$ cat src/rtl/clkcfg_pkg.sv
package clkcfg_pkg;

    localparam int WORD_W = 16;
    localparam int HDR_W  = 6;
    localparam int CE_W   = 6;

    localparam logic [HDR_W-1:0] HDR_MODE = 6'b011100;
    localparam logic [HDR_W-1:0] HDR_CONF = 6'b011011;
    localparam int               CONF_BIT = 4;

    typedef enum logic [1:0] {GRP_48K, GRP_44K1, GRP_32K, GRP_RSV} grp_e;
    typedef enum logic [1:0] {MUL_STD, MUL_DBL, MUL_HALF, MUL_RSV} mul_e;
    typedef enum logic [1:0] {AUX_768, AUX_512, AUX_384, AUX_256}  auxsel_e;

    typedef struct packed {
        logic [CE_W-1:0] ce;
        mul_e            mul;
        grp_e            grp;
    } mode_t;

    typedef struct packed {
        logic [HDR_W-1:0]        hdr;
        logic [WORD_W-HDR_W-1:0] body;
    } word_t;

    localparam mode_t MODE_DEFAULT = '{ce: '1, mul: MUL_STD, grp: GRP_48K};

    function automatic logic code_reserved(input logic [1:0] code);
        return code == 2'b11;
    endfunction

endpackage

$ cat src/rtl/clkcfg_sync.sv
module clkcfg_sync #(
    parameter int LINES  = 3,
    parameter int STAGES = 2
) (
    input  logic             clk,
    input  logic             rst,
    input  logic [LINES-1:0] raw,
    output logic [LINES-1:0] lvl,
    output logic [LINES-1:0] rise
);
    for (genvar g = 0; g < LINES; g++) begin : g_line
        logic [STAGES:0] pipe;
        always_ff @(posedge clk) begin
            if (rst) pipe <= '0;
            else     pipe <= {pipe[STAGES-1:0], raw[g]};
        end
        assign lvl[g]  = pipe[STAGES-1];
        assign rise[g] = pipe[STAGES-1] & ~pipe[STAGES];
    end
endmodule

$ cat src/rtl/clkcfg_shift.sv
module clkcfg_shift
    import clkcfg_pkg::*;
#(
    localparam int CNT_W = $clog2(WORD_W + 2)
) (
    input  logic             clk,
    input  logic             rst,
    input  logic             bclk_rise,
    input  logic             strobe_lvl,
    input  logic             strobe_rise,
    input  logic             data_lvl,
    output logic             load_stb,
    output word_t            word,
    output logic [CNT_W-1:0] bit_cnt
);
    localparam logic [CNT_W-1:0] CNT_FULL = CNT_W'(WORD_W);
    localparam logic [CNT_W-1:0] CNT_OVER = CNT_W'(WORD_W + 1);

    logic [WORD_W-1:0] shreg;

    always_ff @(posedge clk) begin
        if (rst) begin
            shreg    <= '0;
            bit_cnt  <= '0;
            load_stb <= 1'b0;
            word     <= '0;
        end else begin
            load_stb <= strobe_rise && (bit_cnt == CNT_FULL);
            if (strobe_rise) word <= word_t'(shreg);
            if (strobe_lvl) begin
                bit_cnt <= '0;
            end else if (bclk_rise) begin
                shreg <= {shreg[WORD_W-2:0], data_lvl};
                if (bit_cnt != CNT_OVER) bit_cnt <= bit_cnt + 1'b1;
            end
        end
    end
endmodule

$ cat src/rtl/clkcfg_regs.sv
module clkcfg_regs
    import clkcfg_pkg::*;
(
    input  logic  clk,
    input  logic  rst,
    input  logic  load_stb,
    input  word_t word,
    output mode_t mode,
    output logic  aux_cfg
);
    mode_t fields;
    assign fields = mode_t'(word.body);

    always_ff @(posedge clk) begin
        if (rst) begin
            mode    <= MODE_DEFAULT;
            aux_cfg <= 1'b0;
        end else if (load_stb) begin
            if (word.hdr == HDR_MODE) begin
                mode.ce <= fields.ce;
                if (!code_reserved(fields.mul)) mode.mul <= fields.mul;
                if (!code_reserved(fields.grp)) mode.grp <= fields.grp;
            end else if (word.hdr == HDR_CONF) begin
                aux_cfg <= word.body[CONF_BIT];
            end
        end
    end
endmodule

$ cat src/rtl/clkcfg_port.sv
module clkcfg_port
    import clkcfg_pkg::*;
#(
    parameter int POR_CYCLES  = 1024,
    parameter int SYNC_STAGES = 2
) (
    input  logic       clk,
    input  logic       rst,
    input  logic       cfg_strobe,
    input  logic       cfg_bclk,
    input  logic       cfg_data,
    input  logic       alt_pin,
    output logic [1:0] rate_group,
    output logic [1:0] rate_mult,
    output logic [5:0] clk_en,
    output logic       aux_cfg,
    output logic       pwr_down,
    output logic [1:0] aux_clk_sel
);
    localparam int POR_W = $clog2(POR_CYCLES + 1);
    localparam int CNT_W = $clog2(WORD_W + 2);

    logic [POR_W-1:0] por_cnt;
    logic             por_busy;
    logic             core_rst;
    logic [2:0]       lvl, rise;
    logic             load_stb;
    word_t            word;
    logic [CNT_W-1:0] bit_cnt;
    mode_t            mode;
    auxsel_e          aux_sel_q;

    always_ff @(posedge clk) begin
        if (rst)           por_cnt <= '0;
        else if (por_busy) por_cnt <= por_cnt + 1'b1;
    end
    assign por_busy = (por_cnt != POR_W'(POR_CYCLES));
    assign core_rst = rst | por_busy;

    clkcfg_sync #(.LINES(3), .STAGES(SYNC_STAGES)) i_sync (
        .clk  (clk),
        .rst  (rst),
        .raw  ({cfg_data, cfg_bclk, cfg_strobe}),
        .lvl  (lvl),
        .rise (rise)
    );

    clkcfg_shift i_shift (
        .clk         (clk),
        .rst         (core_rst),
        .bclk_rise   (rise[1]),
        .strobe_lvl  (lvl[0]),
        .strobe_rise (rise[0]),
        .data_lvl    (lvl[2]),
        .load_stb    (load_stb),
        .word        (word),
        .bit_cnt     (bit_cnt)
    );

    clkcfg_regs i_regs (
        .clk      (clk),
        .rst      (core_rst),
        .load_stb (load_stb),
        .word     (word),
        .mode     (mode),
        .aux_cfg  (aux_cfg)
    );

    always_ff @(posedge clk) begin
        if (rst) aux_sel_q <= AUX_768;
        else     aux_sel_q <= auxsel_e'({aux_cfg, alt_pin});
    end

    assign rate_group  = mode.grp;
    assign rate_mult   = mode.mul;
    assign clk_en      = mode.ce;
    assign pwr_down    = ~|mode.ce;
    assign aux_clk_sel = aux_sel_q;
endmodule

$ cat config.mk
export PLATFORM = sky130hd
export DESIGN_NAME = clkcfg_port
export DESIGN_NICKNAME = d
export VERILOG_FILES = /design/src/rtl/clkcfg_pkg.sv /design/src/rtl/clkcfg_sync.sv /design/src/rtl/clkcfg_shift.sv /design/src/rtl/clkcfg_regs.sv /design/src/rtl/clkcfg_port.sv
export SDC_FILE = /design/constraint.sdc
export NUM_CORES = 1
export LEC_CHECK = 0
export ABC_AREA = 1
export BUFFER_PORTS_ARGS = -buffer_cell sky130_fd_sc_hd__buf_2
export CAP_MARGIN = 15
export CORE_UTILIZATION = 60
export DETAILED_ROUTE_END_ITERATION = 16
export HOLD_SLACK_MARGIN = 0.06
export PLACE_DENSITY = 0.79
export SLEW_MARGIN = 5
export SYNTH_ARGS = -nofsm -noshare
export SYNTH_HDL_FRONTEND = slang
export SYNTH_SLANG_ARGS = --single-unit
$ cat constraint.sdc
create_clock -name clk -period 1.85 [get_ports clk]
set_input_delay 0.37 -clock clk [delete_from_list [all_inputs] [get_ports clk]]
set_output_delay 0.37 -clock clk [all_outputs]
set_load 0.05 [all_outputs]
==> metrics.txt, run 1 <==
CTS tree=yes; Yosys top cell by area=dfxtp_1; reg2reg path depth=6; Yosys warning count=0; Ports=20; r2r endpoint=i_shift.word[8]; top post-synthesis cells by count=105 x nand2_1, 70 x dfxtp_1, 51 x inv_1; Worst-Margin Slew=0.543 ns; crit path time final=approximately 1.7 ns; fin. max-slew vios=0; VDD IR max=0.488 mV; R2R Setup Slk=0.19 ns; FF-to-FF Start=por_cnt[0]; DRC errors left=0; CTS sink cnt=70; worst setup margin=0.165 ns; Post-DRT Antenna Nets=0; last element of the critical path=pwr_down; via/cell ratio=5.05; post-place setup slack=0.246 ns; clock skew=0.00573 ns; DR iter-0 viols=127; Final Hold Fails=0; Final Non-Filler Cells=490; number of synthesized flops with an enable pin=0; Die H=about 73 um; Placed Area=3140 um2; design area=between 3000 and 4000 um2; asr flop ratio synth=0%; Post-Syn Instances=396; average size of a mapped cell=~7.6 um2; worst-path fanout max=3; global router's overall resource usage=23.4%; dominant synthesized flop cell=dfxtp_1; CP required=~1.5 ns; grt ovf=0; placed insts=474; worst min-delay path class=in -> reg; die footprint=5280 um2; # diodes=0; register area share after synthesis=46.8%; Post-DP HPWL=3800 um; count leader, synth=nand2_1; outcome=finished, final reports clean; crit start category=register; Clock transition at path regs=0.07 ns; post-DR wirelength/cell=11.5 um; FMAX=0.593 GHz; cts bufs inserted=9; port buffer count=19; Final GP Congestion=0.825; core area=4750 um2; max_cap viols=0; clk_lat worst skew=0.35 ns; final worst-path cycle share=91.1%; largest net degree at the start of global routing=35; Syn Nets=approximately 400; Initial Util=63.0%; hold_buf cts=0; cell area power density=813 nW/um2; ratio of cells with drive above 1 in the final layout=a little under a fifth; TNS Setup=0 ns; multi-input logic area=1310 um2; number of distinct library cells after synthesis=23; clock tree buffer depth=2; vias in the first global route=2215; Synth top area share=46.8%; Storage cell area=1400 um2; final setup fails=0; Overall Power=2.69 mW; first-pass GRT wire length=9410 um; crit path launch=i_regs.mode[5]; fin nets=429; hold slack=0.218 ns; Resized Gates After CTS=0; H-tree levels=3; Post-Syn Area=2990 um2; number of antenna violations at the first check in global routing=0; die width=72.6 um; Fill cells=414; Crit path arrival time=around 1.3 ns; P_leak=1.20 nW; Clock Tree Root=clkbuf_8; Final Util=69.6%; hold path start=alt_pin; RSZ-0062 raised after global routing=false; Setup CP Type=reg -> out; DR pass1 iterations=7; Synth Register Bits=70; Post-CTS Setup Repair Bufs=0; CP Capture Type=primary output; Via Count=2473; Worst slew margin=63.7%; cell row count=25; top cells by area, synth=dfxtp_1 47%, nand2_1 13%, a21oi_2 8.5%; Area growth syn-to-layout=10.4%; total routed wirelength=between 5000 and 6000 um
-- worst min-delay path by stage --
stage               slack, ns  depth (start not counted)                        to
floorplan                0.39                          2  i_sync.g_line[0].pipe[1]
global placement         0.40                          2  i_sync.g_line[0].pipe[1]
detailed placement       0.40                          2  i_sync.g_line[2].pipe[1]
CTS                      0.22                          3  i_sync.g_line[0].pipe[0]
global route             0.22                          3  i_sync.g_line[0].pipe[0]
finish                   0.22                          3            aux_clk_sel[0]
-- flip-flops by register name (all words and copies together) (netlist names) --
register,count
i_sync.g_line.pipe,8
i_shift.load_stb,1
i_shift.word,16
por_cnt,11
i_shift.shreg,16
aux_clk_sel,2
i_shift.bit_cnt,5
i_regs.mode,10
i_regs.aux_cfg,1
-- cells by family after synthesis --
kind of cell,synth area share [%]
simple gates,30.2
flops,46.8
buf+inv,9.49
compound gates,11.2
fa+ha+maj,2.09
xor+xnor,0.293
-- metal layers --
layer | vias to the layer above | GRT usage [%] | routed length, um
met3 | 13 | 4.56 | 161
met5 | - | 0 | 0
met1 | 1135 | 27.4 | 2650
met4 | 0 | 13.5 | 158
li1 | 1289 | - | -
met2 | 36 | 39.9 | 2650
-- cell usage in the layout, fill, tap and decap left out, types with 3 or more instances in the layout --
cell type,netlist,final
buf_2,8,19
inv_1,51,51
nor2_2,3,3
nand4_1,4,4
ha_1,5,5
dfxtp_1,70,70
o21ai_0,4,4
a21oi_2,29,29
nand3_1,50,50
nand2_1,105,105
nor2_1,36,36
a21oi_1,12,12
clkbuf_8,0,10
buf_4,0,8
clkinv_2,0,5
-- worst max-delay path: stages, from the launching register on --
cell and delay (ns):
dfxtp_1 0.32, nor4_1 0.24, and2_1 0.15, buf_2 0.25
-- final cells by class --
class / count / share of cell area (%)
clock buffer: 11 / 4.28
timing repair buffer: 27 / 4.69
sequential: 70 / 42.4
multi-input combinational: 259 / 39.6
inverter: 51 / 5.79
clock inverter: 5 / 0.757
tap: 67 / 2.53
-- report_power, final --
group	internal [mW]	switching, mW
sequential	1.52	0.00946
clock	0.511	0.556
combinational	0.0292	0.0615
Note: power is estimated with default switching activity, not from simulation.
==> inputs of run 2 (changes only) <==
Settings changed: ABC_AREA 1 to default.
==> run 2 against run 1 <==
Compared with the run above:
- the flow now finishes with violations (setup timing)
- sequential cell count did not move
- setup slack worse by 0.25 ns
- global-route usage up 1.5 points
- register-to-register slack got worse by 0.27 ns
- die area down 7.0%
- sequential power barely moved
- synthesized cell count is 19% lower
- non-clock buffer count grew 16
- core utilization is 7.8 points higher
- combinational power increased by 29%
- largest power group unchanged
- highest routed layer unchanged
==> metrics.txt, run 2 <==
outcome=finished with violations; failing checks=setup timing; Clock power frac=44.5% (+4.8 points); P_leak=1.11 nW (-7.3%); via/cell ratio=5.72 (+13%); worst setup margin=-0.0834 ns (-0.248 ns); largest net degree at the start of global routing=28 (-20%); Overall Power=2.97 mW (+10%); port buffer count=19 (unchanged); Placed Area=3040 um2 (-3.3%); final setup fails=42 (+42); commonest cells after routing, fill and taps aside=71 x nand2_1, 67 x dfxtp_1, 21 x a21oi_1, 21 x buf_4, 20 x nand3_1; die footprint=4910 um2 (-7.0%); vias in the first global route=2261 (+2.1%); combinational power share=3.9% (+0.5 points); final worst-path cycle share=105% (+13 points); DR pass1 iterations=4 (-3); Switch Pwr=0.638 mW (+1.8%); FMAX=0.517 GHz (-13%); hold_buf cts=0 (unchanged); Synth top area share=50.4% (+3.6 points); number of synthesized flops with an enable pin=0 (unchanged); register share of total power=51.6% (-5.3 points); DRC errors left=0 (unchanged); Pint=2.33 mW (+13%); Clock transition at path regs=0.07 ns (about the same); hold path start=alt_pin; Ports=20 (unchanged); Hold Crit Endpoint=aux_clk_sel[0]; Post-Syn Instances=320 (-19%); Final GP Congestion=0.815 (-1.2%); Yosys top cell by area=dfxtp_1; worst-path fanout max=27 (+24); CP Capture Type=register; number of antenna violations at the first check in global routing=0 (unchanged); CTS sink cnt=70 (unchanged); RSZ-0062 raised after global routing=true; Clock Tree Root=clkbuf_8; Die H=70.1 um (-3.6%); Via Count=2363 (-4.4%); Final Non-Filler Cells=413 (-16%); Post-DP HPWL=3760 um (-1.1%); worst min-delay path class=in -> reg; top post-synthesis cells by count=71 x nand2_1, 70 x dfxtp_1, 39 x a21oi_1; Setup CP Type=reg -> reg; r2r endpoint=i_shift.word[4]; Yosys warning count=0 (unchanged); Area growth syn-to-layout=22.9%; global router's overall resource usage=24.9% (+1.5 points); dominant synthesized flop cell=dfxtp_1; fin. max-slew vios=0 (unchanged); Post-Syn Area=2780 um2 (-7.2%); clock skew=0.00882 ns (+0.00309 ns); fin nets=367 (-14%); Syn Nets=331 (-19%); cts bufs inserted=9 (unchanged); crit start category=register; total routed wirelength=5810 um (+3.4%); Worst slew margin=54.5% (-9.2 points); ratio of cells with drive above 1 in the final layout=28.0% (+9.5 points); cell row count=24 (-4.0%); Final Util=77.4% (+7.8 points); reg2reg path depth=6 (unchanged); VDD IR max=0.769 mV (+57%); post-DR wirelength/cell=14.1 um (+23%); FF-to-FF Start=por_cnt[1]; H-tree levels=3 (unchanged); CP required=2.12 ns (+0.64 ns); average size of a mapped cell=8.68 um2 (+15%); clock tree buffer depth=2 (unchanged); Initial Util=63.0% (about the same); CTS tree=yes; commonest non-fill, non-tap cell in the layout=nand2_1; Hold Path Cell Cnt=2 (-1); grt ovf=0 (unchanged); clk_lat worst skew=0.34 ns (about the same); asr flop ratio synth=0% (unchanged); cell area power density=869 nW/um2 (+6.9%); design area=3410 um2 (+3.3%); die width=70.1 um (-3.6%); Final Hold Fails=0 (unchanged); # diodes=0 (unchanged); Crit path arrival time=2.20 ns (+0.88 ns); crit path time final=1.93 ns (+0.248 ns); count leader, synth=nand2_1; Sw Ratio=21.5% (-1.8 points); number of distinct library cells after synthesis=41 (+78%); top cells by area, synth=dfxtp_1 50%, nand2_1 9.6%, a21oi_1 7.0%; placed insts=393 (-17%); max_cap viols=0 (unchanged); Post-DRT Antenna Nets=0 (unchanged); Regs by FF count=i_shift.shreg: 16 flops, i_shift.word: 16 flops, por_cnt: 11 flops; Synth Register Bits=70 (unchanged); DR iter-0 viols=175 (+38%); core area=4410 um2 (-7.2%); R2R Setup Slk=-0.08 ns (-0.27 ns); Worst-Margin Slew=0.682 ns (+0.140 ns); first-pass GRT wire length=9800 um (+4.1%); register area share after synthesis=50.4% (+3.6 points)
==> run 2: cell count changes in the layout (fill, tap and decap cells not counted), sizes merged, moves of 5 or more <==
cell and change:
a211oi +5, inv -45, nor3 +8, nand3 -32
nand2 -35, nor2 -36, nor2b +13, o21ai +10
or3 +6, buf +16
==> run 2: per-layer routing <==
layer	up-vias	wire length, um	share of wire (%)	GRT usage (%)
met3	16	213	3.7	4.47
met2	52	2740	47	40.6
met4	0	128	2.2	11.8
met1	1112	2720	47	31.8
met5	-	0	0	0
li1	1183	-	-	-
==> run 2: stage by stage <==
stage	TNS, ns	hold slack, ns	setup WS [ns]
after detailed placement	-3.26	0.429	-0.127
after global routing	-4.05	0.244	-0.144
final	-1.99	0.240	-0.0834
after global placement	-2.08	0.420	-0.0796
after CTS	-1.82	0.243	-0.0791
after floorplan	-3.85	0.414	-0.108
==> run 2: cells by family after synthesis <==
logic type	Yosys count	share of synthesized area (%)
AO/OA/AOI/OAI	68	14.5
XOR/XNOR	3	0.946
adder cells (fa/ha/maj)	5	2.25
buffers and inverters	24	3.65
flip-flops	70	50.4
AND/OR/NAND/NOR	150	28.2
==> run 2: final cells by class <==
class	count	area [um2]
well taps	52	65.1
inverters	6	22.5
repair buffers	43	322
multi-input cells	226	1390
flip-flops and latches	70	1410
clock buffers	10	128
fillers	288	1000
clock inverters	6	86.3
==> run 2: worst max-delay path: stages, from the launching register on <==
cell and delay, ns:
dfxtp_2 0.33, inv_2 0.06, ha_4 0.12, or4b_4 0.45, or4_4 0.56, buf_12 0.20
a21oi_1 0.12
==> run 2: worst max-delay path by stage <==
stage                    endpoint       start  depth (start not counted)
6_report          i_shift.word[4]  por_cnt[1]                          6
5_1_grt        i_shift.bit_cnt[3]  por_cnt[1]                          6
4_1_cts          i_shift.word[10]  por_cnt[0]                          6
3_5_place_dp     i_shift.load_stb  por_cnt[0]                          6
3_3_place_gp     i_shift.load_stb  por_cnt[1]                          6
2_1_floorplan  i_shift.bit_cnt[0]  por_cnt[1]                          7
==> run 2: power by group through the flow <==
| stage | Combinational, mW | Sequential [mW] | Clock [mW] |
|---|---|---|---|
| after CTS | 0.110 | 1.53 | 1.32 |
| after floorplan | 0.0672 | 1.57 | 0 |
| after global placement | 0.103 | 1.56 | 0 |
| final | 0.117 | 1.53 | 1.32 |
| after global routing | 0.129 | 1.53 | 1.38 |
| after detailed placement | 0.105 | 1.57 | 0 |
==> run 2: what timing repair did <==
action,4_1_cts,5_1_grt
pin swaps,2,0
resized for setup,18,13
setup buffers,1,2
cloned,1,0
endpoints found under the setup margin,42,42
==> inputs of run 3 (changes only) <==
Settings changed: SYNTH_HIERARCHICAL from default to 1.
==> run 3 against run 2 <==
Compared with the run above:
- the flow still finishes with violations (setup timing)
- worst hold slack improved by 0.0026 ns
- non-clock buffer count fell by 14
- setup slack better by 0.072 ns
- critical path depth shrank 3
- routed wire length is 17% lower
- sequential cell count unchanged
- register-to-register slack better by 0.31 ns
- critical path type is now reg -> out
- critical endpoint is now pwr_down
- largest power group unchanged
==> metrics.txt, run 3 <==
DR pass1 iterations=4 (unchanged); crit start category=register; vias in the first global route=1817 (-20%); crit path cell chain=or4_4 > nor3_4 > buf_6; cell area power density=899 nW/um2 (+3.4%); reg2reg path depth=6 (unchanged); placed insts=355 (-9.7%); Post-DRT Antenna Nets=0 (unchanged); Setup CP Type=reg -> out; cts bufs inserted=9 (unchanged); crit path time final=1.86 ns (-0.0724 ns); clock skew=0.00701 ns (-0.00181 ns); clk_lat worst skew=0.33 ns (about the same); largest net degree at the start of global routing=26 (-7.1%); Clock power frac=44.8% (+0.3 points); Syn Nets=305 (-7.9%); Storage cell area=1410 um2 (unchanged); Post-Syn Area=2900 um2 (+4.2%); register share of total power=52.7% (+1.1 points); Worst slew margin=65.2% (+11 points); Die H=71.5 um (+2.0%); hold_buf cts=0 (unchanged); first-pass GRT wire length=8140 um (-17%); Area growth syn-to-layout=11.5%; CTS sink cnt=70 (unchanged); VDD IR max=0.527 mV (-31%); Regs by FF count=i_shift/shreg: 16 flops, i_shift/word: 16 flops, por_cnt: 11 flops; hold slack=0.243 ns (+0.00258 ns); # diodes=0 (unchanged); final worst-path cycle share=101% (-3.9 points); combinational power share=2.5% (-1.4 points); Yosys warning count=6 (+6); Crit path arrival time=1.49 ns (-0.71 ns); failing checks=setup timing; RSZ-0062 raised after global routing=true; DRC errors left=0 (unchanged); Worst-Margin Slew=0.522 ns (-0.160 ns); P_leak=1.20 nW (+7.5%); fin. max-slew vios=0 (unchanged); max incr delay on CP=0.53 ns (-0.03 ns); worst-path fanout max=2 (-93%); Ports=20 (unchanged); core area=4500 um2 (+2.0%); max_cap viols=0 (unchanged); Sw Ratio=20.7% (-0.83 points); design area=3230 um2 (-5.5%); CTS tree=yes; post-DR wirelength/cell=12.9 um (-7.9%); commonest cells after routing, fill and taps aside=67 x dfxtp_1, 33 x nor2_1, 26 x nand2_1; post-place setup slack=0.167 ns (+0.294 ns); Final Hold Fails=0 (unchanged); cell row count=24 (unchanged); number of antenna violations at the first check in global routing=0 (unchanged); total routed wirelength=4830 um (-17%); commonest non-fill, non-tap cell in the layout=dfxtp_1; via/cell ratio=5.46 (-4.5%); port buffer count=19 (unchanged); Clock transition at path regs=0.07 ns (about the same); clock tree buffer depth=2 (unchanged); global router's overall resource usage=20.5% (-4.3 points); worst min-delay path class=in -> reg; die width=71.5 um (+2.0%); Hold Path Cell Cnt=2 (unchanged); Final GP Congestion=0.749 (-8.1%); slowest CP cell=or4_4; grt ovf=0 (unchanged); Via Count=2038 (-14%); Post-DP HPWL=3210 um (-15%); Placed Area=2990 um2 (-1.5%); H-tree levels=3 (unchanged); multi-input logic area=1340 um2 (-3.7%); Final Non-Filler Cells=373 (-9.7%); Clock Tree Root=clkbuf_8; DR iter-0 viols=75 (-57%); ratio of cells with drive above 1 in the final layout=25.5% (-2.4 points); fin nets=327 (-11%); Fill cells=359 (+25%); Post-Syn Instances=294 (-8.1%); Switch Pwr=0.600 mW (-6.0%); Final Util=71.7% (-5.7 points); CP Capture Type=primary output; worst setup margin=-0.0109 ns (+0.0724 ns); final setup fails=1 (-98%); FMAX=0.537 GHz (+3.9%); average size of a mapped cell=9.85 um2 (+13%); die footprint=5110 um2 (+4.1%); Pint=2.30 mW (-1.2%); CP required=1.48 ns (-0.64 ns); Initial Util=64.3% (+1.3 points); outcome=finished with violations
==> run 3: timing repair <==
item | in CTS | in global routing
hold endpoints to repair | 0 | 0
setup buffers | 2 | 0
setup endpoints to repair | 1 | 1
pin swaps | 2 | 0
gates resized for setup | 3 | 0
==> run 3: layout make-up <==
| cell class | instances | share of cell area, % |
|---|---|---|
| multi-input cells | 197 | 41.4 |
| well taps | 52 | 2.02 |
| flip-flops and latches | 70 | 43.5 |
| repair buffers | 29 | 5.47 |
| clock buffers | 9 | 3.84 |
| clock inverters | 7 | 2.75 |
| inverters | 9 | 1.05 |
==> run 3: final timing paths <==
path / from / end / slack, ns
max: i_regs/mode[6] / pwr_down / -0.01
min: cfg_bclk / i_sync/g_line[1].pipe[0] / 0.24
max reg2reg: por_cnt[2] / i_regs/aux_cfg / 0.23
min reg2reg: i_sync/g_line[1].pipe[0] / i_sync/g_line[1].pipe[1] / 0.44
==> run 3: metal layers <==
metal  GRT usage (%)  up-vias  wire length [um]
met5               0        -                 0
met4            11.1        0                85
met3            4.78        9               134
met2            33.7       34              2230
met1            25.2      947              2380
li1                -     1048                 -
==> run 3: power by group through the flow <==
| stage | sequential [mW] | combinational [mW] | clock, mW |
|---|---|---|---|
| finish | 1.53 | 0.0715 | 1.30 |
| CTS | 1.53 | 0.0726 | 1.33 |
| floorplan | 1.57 | 0.0625 | 0 |
| global route | 1.53 | 0.0791 | 1.39 |
| detailed placement | 1.56 | 0.0726 | 0 |
| global placement | 1.56 | 0.0708 | 0 |
==> run 3: through the flow <==
| stage | setup TNS (ns) | power (mW) |
|---|---|---|
| after detailed placement | 0 | 1.64 |
| after CTS | -0.0238 | 2.93 |
| final | -0.0109 | 2.90 |
| after floorplan | 0 | 1.63 |
| after global placement | 0 | 1.64 |
| after global routing | -0.0552 | 3.01 |
==> run 3: worst max-delay path: cells and delay by family, from the launching register on <==
family	cells	cell delay, ns
and+or+nand+nor	2	0.66
DFF	1	0.32
buffers and inverters	1	0.18
